**src/rtl/cb_phase_seq.sv**
```systemverilog
module cb_phase_seq #(
  parameter int N_SRC = 5,
  parameter int CNT_W = 16,
  parameter int NBITS = 6000,
  localparam int PTR_W = (N_SRC > 1) ? $clog2(N_SRC) : 1,
  localparam int BC_W  = $clog2(NBITS + 1)
) (
  input  logic             clk,
  input  logic             rst_n,
  input  logic             start,
  input  logic             cmp_in,
  input  logic [CNT_W-1:0] t_short,
  input  logic [CNT_W-1:0] t_long,
  output logic             en1,
  output logic             en2,
  output logic [N_SRC-1:0] src_sel,
  output logic             swap,
  output logic             phi1,
  output logic             phi2,
  output logic             int_rst,
  output logic             cmp_strobe,
  output logic             bit_out,
  output logic             bit_valid,
  output logic             busy,
  output logic             done
);

  typedef enum logic [2:0] {S_IDLE, S_RST, S_PH1, S_GAP1, S_PH2, S_GAP2} st_t;

  st_t              st;
  logic [CNT_W-1:0] cnt;
  logic             sub, cur_bit, pol, done_q;
  logic [PTR_W-1:0] ptr;
  logic [BC_W-1:0]  bitcnt;

  logic [CNT_W-1:0] len;
  logic [CNT_W:0]   cnt_nx;
  logic             ph_last, act, bit_end;

  assign len     = cur_bit ? t_long : t_short;
  assign cnt_nx  = {1'b0, cnt} + {{CNT_W{1'b0}}, 1'b1};
  assign ph_last = cnt_nx >= {1'b0, len};
  assign act     = (st == S_PH1) || (st == S_GAP1) || (st == S_PH2) || (st == S_GAP2);
  assign bit_end = (st == S_GAP2) && (cur_bit || sub);

  assign phi1       = (st == S_PH1);
  assign phi2       = (st == S_PH2);
  assign int_rst    = (st == S_RST);
  assign busy       = (st != S_IDLE);
  assign cmp_strobe = bit_end;
  assign bit_valid  = bit_end;
  assign bit_out    = bit_end && cur_bit;
  assign done       = done_q;
  assign en1        = act && (!cur_bit || pol);
  assign en2        = act && (!cur_bit || !pol);
  assign swap       = act && !cur_bit && sub;

  for (genvar i = 0; i < N_SRC; i++) begin : g_sel
    assign src_sel[i] = act && !cur_bit && (ptr == PTR_W'(i));
  end

  always_ff @(posedge clk or negedge rst_n) begin
    if (!rst_n) begin
      st      <= S_IDLE;
      cnt     <= '0;
      sub     <= 1'b0;
      cur_bit <= 1'b0;
      pol     <= 1'b0;
      ptr     <= '0;
      bitcnt  <= '0;
      done_q  <= 1'b0;
    end else begin
      done_q <= 1'b0;
      case (st)
        S_IDLE: if (start) begin
          st      <= S_RST;
          cur_bit <= 1'b0;
          sub     <= 1'b0;
          pol     <= 1'b0;
          ptr     <= '0;
          bitcnt  <= '0;
        end
        S_RST: begin
          st  <= S_PH1;
          cnt <= '0;
        end
        S_PH1: if (ph_last) begin
          st  <= S_GAP1;
          cnt <= '0;
        end else cnt <= cnt_nx[CNT_W-1:0];
        S_GAP1: st <= S_PH2;
        S_PH2: if (ph_last) begin
          st  <= S_GAP2;
          cnt <= '0;
        end else cnt <= cnt_nx[CNT_W-1:0];
        S_GAP2: begin
          if (!bit_end) begin
            sub <= 1'b1;
            st  <= S_PH1;
          end else begin
            sub     <= 1'b0;
            cur_bit <= cmp_in;
            if (cur_bit) pol <= ~pol;
            else ptr <= (ptr == PTR_W'(N_SRC - 1)) ? '0 : ptr + 1'b1;
            if (bitcnt == BC_W'(NBITS - 1)) begin
              st     <= S_IDLE;
              done_q <= 1'b1;
            end else begin
              bitcnt <= bitcnt + 1'b1;
              st     <= S_PH1;
            end
          end
        end
        default: st <= S_IDLE;
      endcase
    end
  end

  assert_dead_after_phi1_R3: assert property (@(posedge clk) disable iff (!rst_n)
    $fell(phi1) |-> !phi2) else $error("phi2 directly after phi1");
  assert_dead_after_phi2_R3: assert property (@(posedge clk) disable iff (!rst_n)
    $fell(phi2) |-> !phi1) else $error("phi1 directly after phi2");
  assert_src_onehot_R6: assert property (@(posedge clk) disable iff (!rst_n)
    $onehot0(src_sel)) else $error("source select not one-hot");
  assert_sel_only_delta_R6: assert property (@(posedge clk) disable iff (!rst_n)
    (|src_sel) |-> (en1 && en2)) else $error("source selected outside zero-bit");
  assert_single_enable_R7: assert property (@(posedge clk) disable iff (!rst_n)
    (phi1 && !(en1 && en2)) |-> (en1 ^ en2)) else $error("no enable during phase");
  assert_pol_flip_R7: assert property (@(posedge clk) disable iff (!rst_n)
    (bit_valid && bit_out) |=> (pol != $past(pol))) else $error("polarity not toggled");
  assert_strobe_quiet_R8: assert property (@(posedge clk) disable iff (!rst_n)
    cmp_strobe |-> (!phi1 && !phi2)) else $error("strobe during phase");
  assert_rst_then_phi1_R2: assert property (@(posedge clk) disable iff (!rst_n)
    int_rst |=> phi1) else $error("no phi1 after integrator reset");
  assert_done_after_bit_R9: assert property (@(posedge clk) disable iff (!rst_n)
    done |-> $past(bit_valid)) else $error("done without final bit");

endmodule

```
**config.mk**
```make
export PLATFORM = sky130hd
export DESIGN_NAME = cb_phase_seq
export DESIGN_NICKNAME = d
export VERILOG_FILES = /design/src/rtl/cb_phase_seq.sv
export SDC_FILE = /design/constraint.sdc
export NUM_CORES = 1
export LEC_CHECK = 0
export BUFFER_PORTS_ARGS = -buffer_cell sky130_fd_sc_hd__clkbuf_2
export CAP_MARGIN = 20
export CORE_MARGIN = 10
export CORE_UTILIZATION = 61
export CTS_CLUSTER_SIZE = 25
export DETAILED_ROUTE_END_ITERATION = 8
export PLACE_DENSITY = 0.89
export SETUP_SLACK_MARGIN = 0.1
export SYNTH_ARGS = -nofsm -noshare
export SYNTH_HDL_FRONTEND = slang
export SYNTH_SLANG_ARGS = --single-unit
```
**constraint.sdc**
```tcl
create_clock -name clk -period 8.2 [get_ports clk]
set_input_delay 0.82 -clock clk [delete_from_list [all_inputs] [get_ports clk]]
set_output_delay 0.82 -clock clk [all_outputs]
set_load 0.01 [all_outputs]
```
# Yosys cells after proc, flatten, opt, wreduce, memory -nomap -nowiden
# Cells that the tools add are included.
[totals]
regBits = 39
out_inout_bits = 16
word_cells = 90
[classes]
add_sub_neg = 3
n_lt_le_gt_ge = 1
n_eq_ne = 17
muxes = 29
bitwise = 1
reduce_logical = 31
[op_table]
columns = ["cell", "count"]
rows = [
  ["13-bit 2-to-1 mux", 3],
  ["16-bit 2-to-1 mux", 2],
  ["16-bit case mux with 2 select lines", 1],
  ["13-bit case mux with 2 select lines", 1],
  ["3-bit 2-to-1 mux", 7],
  ["3-bit case mux with 6 select lines", 1],
  ["16-bit by 1-bit adder with 17-bit output (second input constant)", 1],
  ["17-bit by 16-bit greater-or-equal comparator with 1-bit output", 1],
  ["13-bit by 1-bit adder with 13-bit output (second input constant)", 1],
  ["13-bit == test (second input constant)", 1],
  ["3-bit by 2-bit == test with 1-bit output (second input constant)", 4],
  ["4-bit AND reduction", 3],
  ["1-bit logical AND", 11],
  ["2-bit != test (second input constant)", 5],
  ["3-bit == test (second input constant)", 3],
  ["1-bit 2-to-1 mux", 8],
  ["3-bit by 1-bit == test with 1-bit output (second input constant)", 2],
  ["3-bit zero test", 2],
  ["1-bit logical OR", 6],
  ["1-bit case mux with 2 select lines", 3],
  ["3-bit case mux with 2 select lines", 1],
  ["3-bit AND reduction", 2],
  ["2-bit 2-to-1 mux", 2],
  ["2-bit by 1-bit != test with 1-bit output (second input constant)", 2],
  ["other kinds (7)", 9],
]

# Longest topological paths before layout
[depth]
depth_word = 6
depth_mapped = 11
ltp_nobuf = 11

# Worst setup path before layout
# Ideal clock, no wire load.
[synth_timing]
kind = "reg2reg"
startpoint = "register cnt[2]"
endpoint = "register st[0]"
t_arrival_ns = 3.149
required_ns = 8.075
slack_ns = 4.926
path_stages_with_launch = 11
path_buffers = 1
cell_sequence = "dfrtp_1 > nand3_1 > or4_1 > clkbuf_1 > o21a_1 > or2_2 > ha_1 > and3_1 > o2111ai_1 > o21a_2 > a2111oi_0"
[synth_via]
elab_chain_cells = 4
[synth_lines]
columns = ["item", "line_no", "text"]
rows = [
  ["from (decl)", "31", "logic [CNT_W-1:0] cnt;"],
  ["from (signal assigned)", "90", "end else cnt <= cnt_nx[CNT_W-1:0];"],
  ["from (signal assigned)", "95", "end else cnt <= cnt_nx[CNT_W-1:0];"],
  ["16-bit by 1-bit adder with 17-bit output *", "41", "assign cnt_nx = {1'b0, cnt} + {{CNT_W{1'b0}}, 1'b1};"],
  ["17-bit by 16-bit greater-or-equal comparator with 1-bit output *", "42", "assign ph_last = cnt_nx >= {1'b0, len};"],
  ["2-bit by 1-bit != test with 1-bit output (no source line)", "--", ""],
  ["3-bit AND reduction (no source line) *", "--", ""],
  ["to (signal assigned)", "64", "st <= S_IDLE;"],
  ["to (signal assigned)", "76", "st <= S_RST;"],
  ["to (signal assigned)", "84", "st <= S_PH1;"],
  ["to (decl)", "30", "st_t st;"],
]
# Every way passes the cells marked *; elsewhere a longest branch is shown, timed or not.
# A chain may end at the register's enable or synchronous reset.

# Worst setup path in the final report
# Ends and elaborated chain as after synthesis.

==> results.yml <==
grt:
  grt_use_total_pct: 18.51
  overflow: 0
  grt_max_degree: 40
  grt_pass1_vias: 2499
  antenna_found_initial: 0
  grt_pass1_wl_mm: 11.75
clock_tree:
  h-tree-depth: 2
  ctsHoldBuffers: 0
  cts_tree: "built"
  root_buffer: "clkbuf_8"
  post_cts_resized: 0
  cts_buffer_depth: 2
  clock_sinks: 39
  clock_latency_ns: 0.30
  cts.clk_slew.worst_paths_ns: 0.08
  cts_buffers: 5
  post_cts_buffers: 0
final_layout:
  layout.cells.non_filler: 417
  final_cell_mix: "51 x clkbuf_2, 39 x dfrtp_1, 32 x nand2_1, 23 x ha_1, 22 x nor2_1"
  multi_input_area_mm2: 0.001790
  nFillCells: 328
  regArea_um2: 975.9
  layout_commonest_cell: "clkbuf_2"
  post-route-util_pct: 73.38
  drive_gt1_share_pct: 21.10
  fin_nets: 423
  area_growth_pct: 13.99
  diodes: 0
die:
  coreArea_mm2: 0.004474
  fp.dieH_um: 88.72
  rows: 24
  die_area_mm2: 0.007870
  start_util_pct: 64.37
  fp.dieW_um: 88.72
  ios: 52
min_path:
  hp-class: "flop to flop"
  worstHoldStart: "pol"
  hold_end: "pol"
  whs_path_depth: 1
yosys:
  synthCells: 316
  async_flop_share_pct: 100.0
  ys_top_cells_by_area: "dfrtp_1 34%, ha_1 10%, mux2i_1 5.2%, nand2_1 4.2%, nor2_1 2.9%"
  netlist_area_mm2: 0.002880
  ys_ff_latch: 39
  synth-warning-count: 0
  postSynthAreaPerCell_um2: 9.115
  synth_flop_cell: "dfrtp_1"
  synth-seq-area-share_pct: 33.88
  synthDominantCellAreaShare_pct: 33.88
  synth_edf_count: 0
  synth_top_area_cell: "dfrtp_1"
  synth_fp_nets: 375
  synth_cell_types: 49
pwr:
  peakVddDrop_mv: 0.1376
  p_per_area_mw_per_mm2: 236.3
  cellLeakagePower_nw: 1.599
critical_path:
  required_ns: 8.38
  cp-start-kind: "flop"
  rr_worst_depth: 9
  r2r_setup_slack_ns: 4.47
  r2r_start: "cnt[2]"
  cpPeakStageDelay_ns: 0.66
  cp_top_family: "compound AO/OA/AOI/OAI gates"
  crit_buf_inv: 0
  worstReg2RegEnd: "st[0]"
  critPathCaptureType: "flop"
  worst-setup-path-type: "flop to flop"
  worstPathCellList: "nand3_1 -> or4_1 -> o21a_1 -> or2_2 -> ha_1 -> and3_1 -> o2111ai_1 -> o21a_2 -> a2111oi_0"
  crit_fanout: 10
  cpMaxStageDelayCell: "or4_1"
  arrival_ns: 3.90
routing:
  ant_nets: 0
  met1_length_mm: 3.156
  vias: 2608
  wl_mm: 7.243
  wl_met2_mm: 3.390
  routed-wl-met3_um: 555
  top_layer_used: "met4"
  wl_per_cell_um: 17.37
  via_per_inst: 6.254
  drt-initial-drc-count: 245
  firstDrtPassIters: 7
  drcViolationCount: 0
timing:
  min_period_ns: 3.729
  slew_viol_final: 0
  rsz0062_at_grt: "no"
  max_clock_freq_ghz: 0.2682
  setup_slack_ns: 4.471
  holdWs_ns: 0.5256
  slew_headroom_pct: 33.88
  max_slew.worst_pin.slew_ns: 0.9919
  setup_violations: 0
  setup_tns_ns: 0
  hold_viol: 0
  finalCritPeriodShare_pct: 45.47
  finClkSkew_ns: 0.006986
place:
  dp_hpwl_mm: 5.180
  pre_cts_ws_ns: 4.595
  port-buffer-count: 51
  dp_cells: 408
  place_congestion: 0.8365
run_status:
  status: "complete, no violations"
run:
  cap_violations: 0
==> how the worst max path moves through the flow <==
stage	startpoint	endpoint	slack [ns]	depth (start not counted)
final	cnt[2]	st[0]	4.47	9
after global placement	cnt[2]	st[0]	4.68	9
after global routing	cnt[2]	st[0]	4.27	9
after floorplan	cnt[2]	st[0]	4.93	10
after detailed placement	cnt[2]	st[0]	4.60	9
after CTS	cnt[2]	st[0]	4.53	9
==> flip-flops by register name, indices dropped and copies added, names as in the netlist <==
signal   flops
pol          1
st           3
cnt         16
sub          1
cur_bit      1
done         1
bitcnt      13
ptr          3
==> through the flow <==
step / instance area [µm²] / total power, mW
final: 3283 / 0.7759
after global routing: 3283 / 0.8211
after CTS: 3276 / 0.7625
after detailed placement: 3143 / 0.5702
after global placement: 3143 / 0.5576
after floorplan: 2880 / 0.4813
==> cell usage after synthesis, types with 4 or more instances <==
cell	n
a21oi_1	13
a22o_1	7
and2_1	8
and3_1	9
clkbuf_1	6
dfrtp_1	39
ha_1	23
inv_1	13
mux2i_1	15
nand2_1	32
nand3_1	11
nand4_1	5
nor2_1	22
nor2b_1	5
nor3_1	8
o2111ai_1	5
o211ai_1	4
o21ai_0	14
o221ai_1	7
o31ai_1	4
or2_2	8
or4_1	4
xnor2_1	6
xor2_1	9
==> logic make-up after synthesis <==
group / Yosys count / synth area share [%]
compound gates: 73 / 18.81
mux: 17 / 5.995
buf+inv: 25 / 3.953
fa+ha+maj: 23 / 9.991
simple gates: 124 / 22.81
flops: 39 / 33.88
xor+xnor: 15 / 4.561
==> final cells by class <==
| type | instances | area share [%] |
|---|---|---|
| inverter | 13 | 1.486 |
| multi-input combinational | 252 | 54.54 |
| timing repair buffer | 53 | 8.232 |
| clock buffer | 6 | 2.210 |
| sequential | 39 | 29.73 |
| clock inverter | 2 | 1.829 |
| tap | 52 | 1.982 |
==> power by group <==
| group | switching (mW) | internal (mW) |
|---|---|---|
| Combinational | 0.205 | 0.122 |
| Clock | 0.0722 | 0.122 |
| Sequential | 0.0428 | 0.212 |
| Total | 0.320 | 0.456 |
==> layer usage <==
| metal | vias up | track usage (%) |
|---|---|---|
| li1 | 1259 | - |
| met1 | 1209 | 23.57 |
| met2 | 126 | 30.19 |
| met3 | 14 | 3.309 |
| met4 | 0 | 7.636 |
| met5 | - | 0 |
Note: power is estimated with default switching activity, not from simulation.
